[src/rtl/rom_rd_pkg.sv]
`timescale 1ns/1ps
package rom_rd_pkg;

  typedef enum logic [2:0] {
    ST_IDLE    = 3'd0,
    ST_SETUP   = 3'd1,
    ST_WAIT    = 3'd2,
    ST_CAPTURE = 3'd3,
    ST_RELEASE = 3'd4
  } rd_state_t;

  function automatic int ceil_div(input int num, input int den);
    return (num + den - 1) / den;
  endfunction

  function automatic int max2(input int a, input int b);
    return (a > b) ? a : b;
  endfunction

  function automatic int max3(input int a, input int b, input int c);
    return max2(max2(a, b), c);
  endfunction

endpackage

[src/rtl/rom_rd_timer.sv]
`timescale 1ns/1ps
module rom_rd_timer #(
  parameter int CNT_W = 5
) (
  input  logic             clk,
  input  logic             rst,
  input  logic             load,
  input  logic [CNT_W-1:0] load_val,
  input  logic             dec,
  output logic             zero
);

  logic [CNT_W-1:0] cnt_q;

  always_ff @(posedge clk) begin
    if (rst) begin
      cnt_q <= '0;
    end else if (load) begin
      cnt_q <= load_val;
    end else if (dec && (cnt_q != '0)) begin
      cnt_q <= cnt_q - 1'b1;
    end
  end

  assign zero = (cnt_q == '0);

endmodule

[src/rtl/rom_rd_fsm.sv]
`timescale 1ns/1ps
module rom_rd_fsm
  import rom_rd_pkg::*;
#(
  parameter int WAIT_CYC = 23,
  parameter int REL_CYC  = 10,
  parameter int CNT_W    = 5
) (
  input  logic             clk,
  input  logic             rst,
  input  logic             req_valid,
  input  logic             tmr_zero,
  output logic             accept,
  output logic             capture,
  output logic             tmr_load,
  output logic [CNT_W-1:0] tmr_val,
  output logic             tmr_dec,
  output logic             ready,
  output logic             rsp_valid,
  output logic             ce_n,
  output logic             oe_n
);

  localparam logic [CNT_W-1:0] WAIT_LOAD = CNT_W'(WAIT_CYC - 1);
  localparam logic [CNT_W-1:0] REL_LOAD  = CNT_W'(REL_CYC - 1);

  rd_state_t state_q;

  assign accept  = (state_q == ST_IDLE) && req_valid && ready;
  assign capture = (state_q == ST_WAIT) && tmr_zero;

  always_comb begin
    tmr_load = 1'b0;
    tmr_val  = '0;
    unique case (state_q)
      ST_SETUP: begin
        tmr_load = 1'b1;
        tmr_val  = WAIT_LOAD;
      end
      ST_CAPTURE: begin
        tmr_load = 1'b1;
        tmr_val  = REL_LOAD;
      end
      default: ;
    endcase
  end

  assign tmr_dec = (state_q == ST_WAIT) || (state_q == ST_RELEASE);

  always_ff @(posedge clk) begin
    if (rst) begin
      state_q   <= ST_IDLE;
      ready     <= 1'b0;
      rsp_valid <= 1'b0;
      ce_n      <= 1'b1;
      oe_n      <= 1'b1;
    end else begin
      unique case (state_q)
        ST_IDLE: begin
          if (accept) begin
            ce_n    <= 1'b0;
            ready   <= 1'b0;
            state_q <= ST_SETUP;
          end else begin
            ready <= 1'b1;
          end
        end
        ST_SETUP: begin
          oe_n    <= 1'b0;
          state_q <= ST_WAIT;
        end
        ST_WAIT: begin
          if (tmr_zero) begin
            rsp_valid <= 1'b1;
            state_q   <= ST_CAPTURE;
          end
        end
        ST_CAPTURE: begin
          rsp_valid <= 1'b0;
          ce_n      <= 1'b1;
          oe_n      <= 1'b1;
          state_q   <= ST_RELEASE;
        end
        ST_RELEASE: begin
          if (tmr_zero) begin
            ready   <= 1'b1;
            state_q <= ST_IDLE;
          end
        end
        default: state_q <= ST_IDLE;
      endcase
    end
  end

endmodule

[src/rtl/rom_rd_datapath.sv]
`timescale 1ns/1ps
module rom_rd_datapath #(
  parameter int ADDR_W = 17,
  parameter int DATA_W = 16
) (
  input  logic              clk,
  input  logic              rst,
  input  logic              accept,
  input  logic              capture,
  input  logic [ADDR_W:0]   req_addr,
  input  logic              req_byte,
  input  logic [DATA_W-1:0] rom_dq,
  output logic [ADDR_W-1:0] rom_addr,
  output logic              rom_lsb,
  output logic              rom_word_mode,
  output logic [DATA_W-1:0] rsp_data
);

  localparam int LANE_W = DATA_W / 2;

  logic [DATA_W-1:0] cap_val;

  // Low lane passes through; upper lane is forced to zero in byte organisation.
  for (genvar b = 0; b < DATA_W; b++) begin : g_lane
    if (b < LANE_W) begin : g_low
      assign cap_val[b] = rom_dq[b];
    end else begin : g_high
      assign cap_val[b] = rom_dq[b] & rom_word_mode;
    end
  end

  always_ff @(posedge clk) begin
    if (rst) begin
      rom_addr      <= '0;
      rom_lsb       <= 1'b0;
      rom_word_mode <= 1'b1;
      rsp_data      <= '0;
    end else begin
      if (accept) begin
        rom_addr      <= req_addr[ADDR_W:1];
        rom_lsb       <= req_byte & req_addr[0];
        rom_word_mode <= ~req_byte;
      end
      if (capture) begin
        rsp_data <= cap_val;
      end
    end
  end

endmodule

[src/rtl/rom_read_ctrl.sv]
`timescale 1ns/1ps
module rom_read_ctrl
  import rom_rd_pkg::*;
#(
  parameter int CLK_PERIOD_NS = 5,
  parameter int T_ADDR_NS     = 120,
  parameter int T_CE_NS       = 120,
  parameter int T_OE_NS       = 55,
  parameter int T_FLOAT_NS    = 55,
  parameter int T_RC_NS       = 120,
  parameter int ADDR_W        = 17,
  parameter int DATA_W        = 16
) (
  input  logic              clk,
  input  logic              rst,
  input  logic              req_valid,
  output logic              req_ready,
  input  logic              req_byte,
  input  logic [ADDR_W:0]   req_addr,
  output logic              rsp_valid,
  output logic [DATA_W-1:0] rsp_data,
  output logic [ADDR_W-1:0] rom_addr,
  output logic              rom_lsb,
  output logic              rom_word_mode,
  output logic              rom_ce_n,
  output logic              rom_oe_n,
  input  logic [DATA_W-1:0] rom_dq
);

  localparam int N_ACC    = ceil_div(max2(T_ADDR_NS, T_CE_NS), CLK_PERIOD_NS);
  localparam int N_OE     = ceil_div(T_OE_NS, CLK_PERIOD_NS);
  localparam int N_FLT    = ceil_div(T_FLOAT_NS, CLK_PERIOD_NS);
  localparam int N_CYC    = ceil_div(T_RC_NS, CLK_PERIOD_NS);
  localparam int WAIT_CYC = max3(N_OE, N_ACC - 1, 1);
  localparam int REL_CYC  = max3(N_FLT - 1, N_CYC - WAIT_CYC - 3, 1);
  localparam int CNT_W    = $clog2(max2(WAIT_CYC, REL_CYC) + 1);

  logic             accept;
  logic             capture;
  logic             tmr_load;
  logic [CNT_W-1:0] tmr_val;
  logic             tmr_dec;
  logic             tmr_zero;

  rom_rd_timer #(.CNT_W(CNT_W)) u_timer (
    .clk      (clk),
    .rst      (rst),
    .load     (tmr_load),
    .load_val (tmr_val),
    .dec      (tmr_dec),
    .zero     (tmr_zero)
  );

  rom_rd_fsm #(
    .WAIT_CYC (WAIT_CYC),
    .REL_CYC  (REL_CYC),
    .CNT_W    (CNT_W)
  ) u_fsm (
    .clk       (clk),
    .rst       (rst),
    .req_valid (req_valid),
    .tmr_zero  (tmr_zero),
    .accept    (accept),
    .capture   (capture),
    .tmr_load  (tmr_load),
    .tmr_val   (tmr_val),
    .tmr_dec   (tmr_dec),
    .ready     (req_ready),
    .rsp_valid (rsp_valid),
    .ce_n      (rom_ce_n),
    .oe_n      (rom_oe_n)
  );

  rom_rd_datapath #(
    .ADDR_W (ADDR_W),
    .DATA_W (DATA_W)
  ) u_dp (
    .clk           (clk),
    .rst           (rst),
    .accept        (accept),
    .capture       (capture),
    .req_addr      (req_addr),
    .req_byte      (req_byte),
    .rom_dq        (rom_dq),
    .rom_addr      (rom_addr),
    .rom_lsb       (rom_lsb),
    .rom_word_mode (rom_word_mode),
    .rsp_data      (rsp_data)
  );

endmodule

[config.mk]
export PLATFORM = sky130hd
export DESIGN_NAME = rom_read_ctrl
export DESIGN_NICKNAME = d
export VERILOG_FILES = /design/src/rtl/rom_rd_pkg.sv /design/src/rtl/rom_rd_timer.sv /design/src/rtl/rom_rd_fsm.sv /design/src/rtl/rom_rd_datapath.sv /design/src/rtl/rom_read_ctrl.sv
export SDC_FILE = /design/constraint.sdc
export NUM_CORES = 1
export LEC_CHECK = 0
export BUFFER_PORTS_ARGS = -buffer_cell sky130_fd_sc_hd__buf_2
export CORE_MARGIN = 2
export CORE_UTILIZATION = 40
export CTS_BUF_LIST = sky130_fd_sc_hd__clkbuf_8 sky130_fd_sc_hd__clkbuf_16
export CTS_CLUSTER_SIZE = 16
export DETAILED_ROUTE_END_ITERATION = 16
export PLACE_DENSITY_LB_ADDON = 0.25
export SETUP_SLACK_MARGIN = 0.4
export SYNTH_ARGS = -nofsm -noshare
export SYNTH_HDL_FRONTEND = slang
export SYNTH_SLANG_ARGS = --single-unit
[constraint.sdc]
create_clock -name clk -period 4.1 [get_ports clk]
set_clock_uncertainty 0.05 [all_clocks]
set_input_delay 0.82 -clock clk [delete_from_list [all_inputs] [get_ports clk]]
set_output_delay 0.82 -clock clk [all_outputs]
set_load 0.03 [all_outputs]
==> qor.txt <==
CP Capture Type: flip-flop
Flops & latches, synth: 47
Final Net Count: 321
Slew HR: 23.6%
Area of the die: 0.00507 mm^2
Async SR Flop Fraction: 0%
Metal-1 WL: 1.86 mm
Setup TNS Final: 0 ps
Postcts setup bufs: 0
DR vias: 1636
Routed length per placed instance: 11.6 um
Vias per inst: 4.88
Root Buffer: clkbuf_8
Initial DRC count: 85
Worst path cell trace: inv_1 > ha_1 > nor4b_4 > and3_1 > nand3_1 > a21oi_1
CTS tree: yes
Post-synthesis sequential area ratio: 52.1%
Critical Path AT: 2190 ps
Path depth of the worst reg2reg path: 6
Mapped Nets: 252
Count of distinct cell types in the synthesized netlist: 32
Die W: 71.2 um
GRT Total Usage: 15.9%
Hold path depth: 2
Worst vdd ir: 0.199 mV
CP startpoint kind: flip-flop
Total Power: 1.10 mW
Final GP Congestion: 0.701
Initial Utilization: 41.5%
Max Cap Viol: 0
Largest area contributor in the netlist: dfxtp_1
FMAX: 496 MHz
Detail Route Antenna Nets: 0
Routed WL: 3.90 mm
CP Class: flip-flop to flip-flop
Main synth FF type: dfxtp_1
Met3 wire length: 228 um
Clock Latency Late Sink: 290 ps
Row count: 24
Post-DP HPWL: 2.74 mm
DRT Pass-1 Iters: 4
Status: finished clean
Worst hold slack: 400 ps
Post-CTS sizing: 0
CP max stage delay: 590 ps
Vias in the first global route: 1479
Critical path peak fanout: 16
Uppermost layer routed: met4
I/O Pins: 77
Synth Warn #: 0
DR DRC count: 0
Final Slew Violations: 0
Core area: 0.00435 mm^2
Dominant cells by area after synthesis: dfxtp_1, nand2_1, a21oi_1, nand3_1, nor3_1
Reg clk slew, reported paths: 80 ps
Bufs on Longest Clock Path: 2
Most frequent cell after synthesis: nand2_1
Fin crit share: 49.2%
Worst slew pin tran: 1140 ps
Met2 wire len: 1.77 mm
# hold bufs at CTS: 0
PortBufs: 76
RSZ-0062 raised after global routing: no
Min-delay worst type: flip-flop to flip-flop
Slowest CP cell: and3_1
Top cell type's share of synthesized area: 52.1%
Final worst path period need: 2020 ps
Antenna cell count: 0
Pleak: 0.993 nW
Synth cell count leaders: nand2_1, dfxtp_1, a21oi_1, nand3_1, nor3_1
Mapped cell area: 0.00181 mm^2
Clock sinks: 47
Final hold vios: 0
Largest net degree at the start of global routing: 42
Antenna violations before repair: 0
Setup-failing EPs final: 0
Layout area overhead: 25.7%
CTS Buf Count: 5
Pwr dens: 484 mW/mm^2
Global-route wire length before repair: 6.56 mm
Number of flops mapped to enable cells by yosys: 0
Post-synthesis cell count: 213
Syn Area/Cell: 8.48 um^2
Worst Path Required: 4270 ps
CTS H-tree depth: 2
Die Y-Extent: 71.2 um
Gr ovfl total: 0
Layout cells sized above 1: 32.2%
[state kept, by name, summed over array words and instances, names as in the netlist]
name,cells
u_fsm.state_q,3
u_fsm.ready,1
u_timer.cnt_q,5
u_dp.rom_addr,17
u_fsm.rsp_valid,1
u_dp.rom_lsb,1
u_fsm.ce_n,1
u_fsm.oe_n,1
u_dp.rom_word_mode,1
u_dp.rsp_data,16
[cells by family after synthesis]
family / count (synthesis) / synth area share [%]
AO/OA/AOI/OAI: 47 / 15.2
AND/OR/NAND/NOR: 100 / 26.0
buffers and inverters: 16 / 5.12
flip-flops: 47 / 52.1
XOR/XNOR: 2 / 0.970
adder cells (fa/ha/maj): 1 / 0.692
[critical path, delay by kind of cell, from the launching register on]
kind / cells / cell delay, ps
AND/OR/NAND/NOR: 3 / 1110
flip-flops: 1 / 340
adder cells (fa/ha/maj): 1 / 210
AO/OA/AOI/OAI: 1 / 170
buffers and inverters: 1 / 60
[layout by cell type, fill, tap and decap left out, types with 2 or more instances in the layout]
master    count
xnor2_1       2
clkbuf_8      7
a21oi_1      35
or3_1         2
a211oi_1      3
buf_2        76
nor2_1        4
and3_1        2
nand2_1      67
a21boi_0      2
nand2b_1      2
a21oi_2       2
dfxtp_1      47
nor3_2        2
nand3_2       2
nand3_1       8
inv_1         2
nor3_1        6
[through the flow]
stage / instances / worst slack [ps] / util (%) / cell area (um^2)
floorplan: 213 / 2220 / - / 1810
global placement: 327 / 1800 / 49.8 / 2170
CTS: 335 / 2030 / 52.2 / 2270
detailed placement: 327 / 1760 / 49.8 / 2170
global route: 335 / 1810 / 52.2 / 2270
finish: 335 / 2080 / 52.2 / 2270
[layout make-up]
class / instances / area (um^2)
fillers: 438 / 2080
inverters: 2 / 7.51
clock inverters: 1 / 7.51
repair buffers: 76 / 380
well taps: 52 / 65.1
multi-input cells: 150 / 773
flip-flops and latches: 47 / 941
clock buffers: 7 / 96.3
[report_power, final]
part           total (mW)  leakage [nW]  switching (mW)  internal [mW]
Sequential          0.538         0.382          0.0380          0.500
Clock               0.303        0.0505           0.149          0.153
Combinational       0.259         0.561           0.165         0.0936
Total                1.10         0.994           0.353          0.746
[worst paths after layout]
path                            startpoint                            end  slack, ps
max reg2reg  u_timer.cnt_q[0]$_SDFFE_PP0P_  u_dp.rsp_data[8]$_SDFFE_PP0P_       2080
max          u_timer.cnt_q[0]$_SDFFE_PP0P_  u_dp.rsp_data[8]$_SDFFE_PP0P_       2080
min                u_fsm.oe_n$_SDFFE_PP1P_        u_fsm.oe_n$_SDFFE_PP1P_        400
min reg2reg        u_fsm.oe_n$_SDFFE_PP1P_        u_fsm.oe_n$_SDFFE_PP1P_        400
[routing by layer]
layer  vias to the layer above  GRT usage (%)
met5                         -              0
met4                         0           4.40
met3                         5           4.56
met2                        52           25.7
met1                       727           20.9
li1                        852              -
(Power assumes the default switching activity.)
